[src/rtl/uart_irq_pkg.sv]
// Shared constants, register selector type and line grouping for the UART
// interrupt controller. Assumes the fixed eleven-bit status layout.
package uart_irq_pkg;

    localparam int STAT_W    = 11;
    localparam int NUM_LINES = 6;
    localparam int ADDR_W    = 2;

    // Status bit positions
    localparam int BIT_RI   = 0;
    localparam int BIT_CTS  = 1;
    localparam int BIT_DCD  = 2;
    localparam int BIT_DSR  = 3;
    localparam int BIT_RX   = 4;
    localparam int BIT_TX   = 5;
    localparam int BIT_RTO  = 6;
    localparam int BIT_FRM  = 7;
    localparam int BIT_PAR  = 8;
    localparam int BIT_BRK  = 9;
    localparam int BIT_OVR  = 10;

    localparam logic [STAT_W-1:0] GRP_MODEM = (STAT_W'(1) << BIT_RI)  | (STAT_W'(1) << BIT_CTS)
                                            | (STAT_W'(1) << BIT_DCD) | (STAT_W'(1) << BIT_DSR);
    localparam logic [STAT_W-1:0] GRP_ERR   = (STAT_W'(1) << BIT_FRM) | (STAT_W'(1) << BIT_PAR)
                                            | (STAT_W'(1) << BIT_BRK) | (STAT_W'(1) << BIT_OVR);
    localparam logic [STAT_W-1:0] GRP_ALL   = {STAT_W{1'b1}};

    typedef enum logic [ADDR_W-1:0] {
        SEL_RAW    = 2'd0,
        SEL_MASK   = 2'd1,
        SEL_MASKED = 2'd2,
        SEL_CLEAR  = 2'd3
    } reg_sel_e;

    // Which status bits drive output line idx
    function automatic logic [STAT_W-1:0] line_group(input int idx);
        logic [STAT_W-1:0] g;
        case (idx)
            0:       g = GRP_ALL;
            1:       g = STAT_W'(1) << BIT_RX;
            2:       g = STAT_W'(1) << BIT_TX;
            3:       g = STAT_W'(1) << BIT_RTO;
            4:       g = GRP_MODEM;
            5:       g = GRP_ERR;
            default: g = '0;
        endcase
        return g;
    endfunction

endpackage

[src/rtl/irq_reg_access.sv]
// Register interface decode and read multiplexer.
// Turns a write strobe and address into a mask write enable and a clear
// vector, and selects read data from the state. Assumes single-cycle strobes.
module irq_reg_access
    import uart_irq_pkg::*;
#(
    parameter int W  = STAT_W,
    parameter int AW = ADDR_W
) (
    input  logic          bus_wr,
    input  logic [AW-1:0] bus_addr,
    input  logic [W-1:0]  bus_wdata,
    input  logic [W-1:0]  raw_q,
    input  logic [W-1:0]  mask_q,
    output logic          mask_we,
    output logic [W-1:0]  mask_wdata,
    output logic [W-1:0]  clr_vec,
    output logic [W-1:0]  bus_rdata
);

    reg_sel_e sel;

    assign sel        = reg_sel_e'(bus_addr);
    assign mask_wdata = bus_wdata;

    // Write decode: only mask and clear registers accept writes
    always_comb begin
        mask_we = 1'b0;
        clr_vec = '0;
        if (bus_wr) begin
            case (sel)
                SEL_MASK:  mask_we = 1'b1;
                SEL_CLEAR: clr_vec = bus_wdata;
                default:   ;
            endcase
        end
    end

    // Read multiplexer: clear register reads as zero
    always_comb begin
        case (sel)
            SEL_RAW:    bus_rdata = raw_q;
            SEL_MASK:   bus_rdata = mask_q;
            SEL_MASKED: bus_rdata = raw_q & mask_q;
            default:    bus_rdata = '0;
        endcase
    end

endmodule

[src/rtl/irq_raw_status.sv]
// Raw interrupt status register. Each bit is set by its event pulse and
// cleared by a one in the clear vector; a set in the same cycle wins.
// Assumes event pulses last one cycle (longer pulses simply re-set the bit).
module irq_raw_status #(
    parameter int W = 11
) (
    input  logic         clk,
    input  logic         rst_n,
    input  logic [W-1:0] evt_set,
    input  logic [W-1:0] clr_vec,
    output logic [W-1:0] raw_q
);

    // Per-bit sticky status with set-over-clear priority
    always_ff @(posedge clk) begin
        if (!rst_n) raw_q <= '0;
        else        raw_q <= (raw_q & ~clr_vec) | evt_set;
    end

endmodule

[src/rtl/irq_mask_reg.sv]
// Interrupt enable mask register, written as a whole word.
// Assumes the write enable is already qualified by address decode.
module irq_mask_reg #(
    parameter int W = 11
) (
    input  logic         clk,
    input  logic         rst_n,
    input  logic         mask_we,
    input  logic [W-1:0] mask_wdata,
    output logic [W-1:0] mask_q
);

    // Hold mask, load on write
    always_ff @(posedge clk) begin
        if (!rst_n)       mask_q <= '0;
        else if (mask_we) mask_q <= mask_wdata;
    end

endmodule

[src/rtl/irq_line_combine.sv]
// Builds the registered interrupt outputs from the masked status.
// One line per group in the package table; assumes NL <= entries defined.
module irq_line_combine
    import uart_irq_pkg::*;
#(
    parameter int W  = STAT_W,
    parameter int NL = NUM_LINES
) (
    input  logic          clk,
    input  logic          rst_n,
    input  logic [W-1:0]  masked,
    output logic [NL-1:0] irq_lines
);

    for (genvar li = 0; li < NL; li++) begin : g_line
        localparam logic [W-1:0] GRP = W'(line_group(li));
        // Register OR-reduction of this line's group
        always_ff @(posedge clk) begin
            if (!rst_n) irq_lines[li] <= 1'b0;
            else        irq_lines[li] <= |(masked & GRP);
        end
    end

endmodule

[src/rtl/uart_irq_ctrl.sv]
// UART interrupt controller top: raw status, mask, masked view, clear
// register and six registered interrupt outputs.
// Assumes event pulses come from logic in the same clock domain.
module uart_irq_ctrl
    import uart_irq_pkg::*;
#(
    parameter int W  = STAT_W,
    parameter int AW = ADDR_W,
    parameter int NL = NUM_LINES
) (
    input  logic          clk,
    input  logic          rst_n,
    input  logic [W-1:0]  evt_set,
    input  logic          bus_wr,
    input  logic [AW-1:0] bus_addr,
    input  logic [W-1:0]  bus_wdata,
    output logic [W-1:0]  bus_rdata,
    output logic [NL-1:0] irq_lines
);

    logic [W-1:0] raw_q;
    logic [W-1:0] mask_q;
    logic [W-1:0] clr_vec;
    logic [W-1:0] mask_wdata;
    logic         mask_we;
    logic [W-1:0] masked;

    assign masked = raw_q & mask_q;

    irq_reg_access #(.W(W), .AW(AW)) u_access (
        .bus_wr     (bus_wr),
        .bus_addr   (bus_addr),
        .bus_wdata  (bus_wdata),
        .raw_q      (raw_q),
        .mask_q     (mask_q),
        .mask_we    (mask_we),
        .mask_wdata (mask_wdata),
        .clr_vec    (clr_vec),
        .bus_rdata  (bus_rdata)
    );

    irq_raw_status #(.W(W)) u_raw (
        .clk     (clk),
        .rst_n   (rst_n),
        .evt_set (evt_set),
        .clr_vec (clr_vec),
        .raw_q   (raw_q)
    );

    irq_mask_reg #(.W(W)) u_mask (
        .clk        (clk),
        .rst_n      (rst_n),
        .mask_we    (mask_we),
        .mask_wdata (mask_wdata),
        .mask_q     (mask_q)
    );

    irq_line_combine #(.W(W), .NL(NL)) u_lines (
        .clk       (clk),
        .rst_n     (rst_n),
        .masked    (masked),
        .irq_lines (irq_lines)
    );

endmodule

[config.mk]
export PLATFORM = sky130hd
export DESIGN_NAME = uart_irq_ctrl
export DESIGN_NICKNAME = d
export VERILOG_FILES = /design/src/rtl/uart_irq_pkg.sv /design/src/rtl/irq_reg_access.sv /design/src/rtl/irq_raw_status.sv /design/src/rtl/irq_mask_reg.sv /design/src/rtl/irq_line_combine.sv /design/src/rtl/uart_irq_ctrl.sv
export SDC_FILE = /design/constraint.sdc
export NUM_CORES = 1
export LEC_CHECK = 0
export BUFFER_PORTS_ARGS = -buffer_cell sky130_fd_sc_hd__buf_2
export CORE_MARGIN = 1.5
export CORE_UTILIZATION = 52
export DETAILED_ROUTE_END_ITERATION = 12
export GPL_TIMING_DRIVEN = 0
export HOLD_SLACK_MARGIN = 0.06
export PLACE_DENSITY = 0.86
export SYNTH_ARGS = -nofsm -noshare
export SYNTH_HDL_FRONTEND = slang
export SYNTH_SLANG_ARGS = --single-unit
[constraint.sdc]
create_clock -name clk -period 2.9 [get_ports clk]
set_input_delay 0.29 -clock clk [delete_from_list [all_inputs] [get_ports clk]]
set_output_delay 0.29 -clock clk [all_outputs]
set_load 0.02 [all_outputs]
# Yosys cells after proc, flatten, opt, wreduce, memory -nomap -nowiden
# Cells that the tools add are included.
[classes]
addsub = 0
mul = 0
n_div = 0
magnitude_cmp = 0
n_eq_ne = 3
shift = 0
muxes = 5
n_bitwise = 4
reduce_logical = 4
[op_table]
columns = ["cell", "count"]
rows = [
  ["$pmux W11 S3", 1],
  ["$and A11 B11 Y11", 2],
  ["$mux W11", 2],
  ["$not A11 Y11", 1],
  ["$or A11 B11 Y11", 1],
  ["$reduce_or A11 Y1", 1],
  ["$reduce_or A4 Y1", 2],
  ["$eq A2 B2 Y1 const B", 2],
  ["$eq A2 B1 Y1 const B", 1],
  ["$logic_not A2 Y1", 1],
  ["$mux W1", 2],
]
[totals]
regBits = 28
latch_bits = 0
ramBits = 0
mem_bits_ro = 0
input_bits = 27
n_memories = 0

# Longest topological paths before layout
[logic_depth]
ltp_word = 6
ltp_mapped = 4
mapped_depth_nobuf = 3

# Modules after synthesis
# A second synthesis with hierarchy kept.
[hier_totals]
cells_unflattened = 169
hier_area_um2 = 1530.2
[modules_own_cells]
columns = ["module", "instances", "cells_each", "area_each_um2", "seq_area_each_um2"]
rows = [
  ["irq_reg_access", 1, 73, 478.0, 0.0],
  ["irq_mask_reg", 1, 35, 414.1, 220.2],
  ["irq_raw_status", 1, 34, 382.9, 220.2],
  ["irq_line_combine", 1, 16, 186.4, 120.1],
  ["uart_irq_ctrl", 1, 11, 68.8, 0.0],
]

# Least setup slack after synthesis
# OpenSTA, ideal clock, no wires.
[synth_timing]
path_kind = "input -> output"
startpoint = "in bus_addr[1]"
endpoint = "out bus_rdata[0]"
arrival_time_ps = 881
required_time_ps = 2610
slack_ps = 1729
stages = 4
path_buffers = 1
cell_sequence = "nand2b_1 -> buf_2 -> o21ai_0 -> a22o_1"
[synth_via]
elab_chain_len = 2
word_cells_on_any_way = 4
cone_classes = "eq/ne (2); mux (1); reduce/logical (1)"
[synth_lines]
columns = ["element", "line_no", "source"]
rows = [
  ["start: declaration", "uart_irq_ctrl.sv:15", "input logic [AW-1:0] bus_addr,"],
  ["$eq A2 B2 Y1 (tied with other cells)", "irq_reg_access.sv:41", "case (sel)"],
  ["$pmux W11 S3 (*)", "irq_reg_access.sv:41", ""],
  ["end: declaration", "uart_irq_ctrl.sv:17", "output logic [W-1:0] bus_rdata,"],
]
# Every way passes the cells marked *; elsewhere a longest branch is shown, timed or not.

# Worst setup path in the final report
[layout_timing]
startpoint = "reg u_raw.raw_q[6]"
endpoint = "out bus_rdata[6]"
[layout_via]
elab_chain_len = 2
[layout_lines]
columns = ["element", "line_no", "source"]
rows = [
  ["start: declaration", "irq_raw_status.sv:11", "output logic [W-1:0] raw_q"],
  ["start signal: assignment", "irq_raw_status.sv:17", "else raw_q <= (raw_q & ~clr_vec) | evt_set;"],
  ["$and A11 B11 Y11", "irq_reg_access.sv:44", "SEL_MASKED: bus_rdata = raw_q & mask_q;"],
  ["$pmux W11 S3 (*)", "irq_reg_access.sv:41", ""],
]
# Marks and branches as above.

==> results.md <==
- Post-synthesis sequential area ratio: about 45%
- Post-Syn Area per Cell: 9.49 sq um
- Clk sinks: 28
- Post-synthesis cell type count: 21
- DRT Pass-1 Iters: 4
- Grt total ovfl: 0
- Total setup buffers inserted after CTS: 0
- ANT cells: 0
- Vias per inst: around 5.6
- First-pass GRT wire length: around 4500 microns
- Final GP Congestion: between 0.7 and 0.8
- Final hold violations: 0
- Status: finished clean
- Placed Area: roughly 1500 sq um
- Syn. warnings: 0
- Endpoint type of the worst setup path: output pin
- Post-DRT Antenna Nets: 0
- Drt drc: 0
- Cells after synthesis: 130
- Layout area overhead: 24.1%
- Overall Global Routing Usage: around 22%
- FMAX: 646 MHz
- Total Nets Final: 204
- Pre-CTS WS: approximately 1.5 ns
- Initial antenna violation count: 0
- Clock Path Buffers: 2
- Slew headroom: approximately 74%
- Height of the chip: between 50 and 60 microns
- Most common cell after layout, fill and taps aside: buf_2
- Synth area leaders: dfxtp_1 (45%), mux2i_1 (8.9%), a22o_1 (7.8%)
- Hold-fix buffers at CTS: 0
- Worst EP required: around 2.6 ns
- Top-area cell type share of the netlist area: between 40% and 50%
- Skew-Pair Late Insertion Delay: about 0.33 ns
- Post-CTS Resized: 0
- WL/cell: about 14 microns
- Port bufs: 42
- Worst setup margin: between 1 and 1.5 ns
- Initial core utilization: between 50% and 60%
- Crit Path Category: flop to output pin
- Via count: 1134
- Slew Limit Fails: 0
- Mapped Area: roughly 1200 sq um
- Die Span X: slightly above 50 microns
- Post-synth EDFFs: 0
- Setup violators final: 0
- Number of global-route vias before repair: between 1000 and 1500
- Post-synth top area cell: dfxtp_1
- First DRT Iteration DRCs: 30
- Share of flip-flops with an asynchronous set or reset: 0%
- H-tree depth: 1
- HP Class: primary input to flop
- Share of cells above drive strength 1: 30.1%
- Post-synth top flop: dfxtp_1
- Core area: around 2200 sq um
- Total wire length: 2830 microns
- CTS tree: yes
- Total Die Area: about 2700 sq um
- Crit path max fanout: 4
- Clock tree root buffer cell: clkbuf_4
- LEAKAGE: just under 0.8 nW
- Clock period minus final worst setup slack: roughly 1.5 ns
- Row cnt: 17
- Slew of the pin with the lowest slew margin: between 0.3 and 0.4 ns
- PD cells: about 520 nW/um^2
- RSZ-0062 raised after global routing: false
- Critical Path AT: approximately 1.3 ns
- Worst setup SP type: flop
- Worst vdd rail ir drop: around 0.35 mV
- Hold slack: roughly 0.15 ns
- Clock skew: ~0.013 ns
- Estimated wirelength of the detail-placed design: ~2000 microns
- Fin crit share: roughly 53%
- CTS Buf Count: 3
- I/O pins: 44
- Mapped Nets: between 150 and 200
- Clk slew on worst S/H paths: between 0.15 and 0.2 ns
- Yosys reg bits: 28
- Final setup TNS: 0 ns
- Largest net degree at the start of global routing: 17
- Max-Cap Viols: 0
- Final Instance Area: roughly 1500 sq um
- Most frequent cells in the layout: buf_2 (47), dfxtp_1 (28), o21a_1 (12)
-- registers in the layout (all words and copies together) (netlist names) --
signal,flops
u_raw.raw_q,11
u_lines.irq_lines,6
u_mask.mask_q,11
-- power by group --
group	switching (mW)	total [mW]	internal (mW)
registers	0.0137	0.417	0.404
logic	0.0637	0.118	0.0547
clock network	0.117	0.257	0.140
-- cell families (layout without fill, tap and decap cells) --
group	after synthesis	after routing	share of synthesized area [%]
flip-flops	28	28	45.4
multiplexers	11	11	8.93
AO/OA/AOI/OAI	51	51	27.9
buffers and inverters	19	65	7.50
AND/OR/NAND/NOR	21	21	10.2
-- routing by layer --
layer  wire length, microns  vias to the layer above  global-route usage (%)  part of all wire [%]
met1                   1210                      536                    26.5                    43
met4                     16                        0                    7.02                  0.57
met5                      0                        -                       0                     0
li1                       -                      553                       -                     -
met2                   1440                       43                    40.0                    51
met3                    157                        2                    5.17                   5.6
-- worst max-delay path, stage by stage (launching register included) --
cell,delay [ns]
dfxtp_1,0.41
inv_1,0.07
o21ai_0,0.15
a22o_1,0.14
buf_2,0.15
-- per-stage QoR --
step,instances,util (%),power [mW]
finish,204,68.6,0.793
global route,204,68.6,0.820
CTS,204,68.6,0.793
detailed placement,200,66.2,0.543
global placement,200,66.2,0.538
floorplan,130,-,0.498
-- final timing paths --
check / from / to / slack, ns / cells past startpoint
max: u_raw.raw_q[6] / bus_rdata[6] / 1.35 / 4
min: evt_set[5] / u_raw.raw_q[5] / 0.15 / 2
max reg2reg: u_raw.raw_q[6] / u_lines.irq_lines[0] / 1.79 / 3
min reg2reg: u_mask.mask_q[4] / u_lines.irq_lines[1] / 0.52 / 1
-- cell type report --
type	instances	area [sq um]
fill	194	702
multi-input combinational	83	581
sequential	28	561
timing repair buffer	42	210
buffer	8	51.3
inverter	11	41.3
tap	28	35.0
clock inverter	1	30.0
clock buffer	3	22.5
-- Yosys cell counts, types with 2 or more instances --
cell / count
inv_1: 11
and3_1: 4
o21a_1: 12
buf_2: 5
mux2i_1: 11
dfxtp_1: 28
buf_6: 2
a22oi_1: 4
a22o_1: 11
nor2b_1: 11
a21oi_1: 11
o21ai_0: 11
Note: power is estimated with default switching activity, not from simulation.
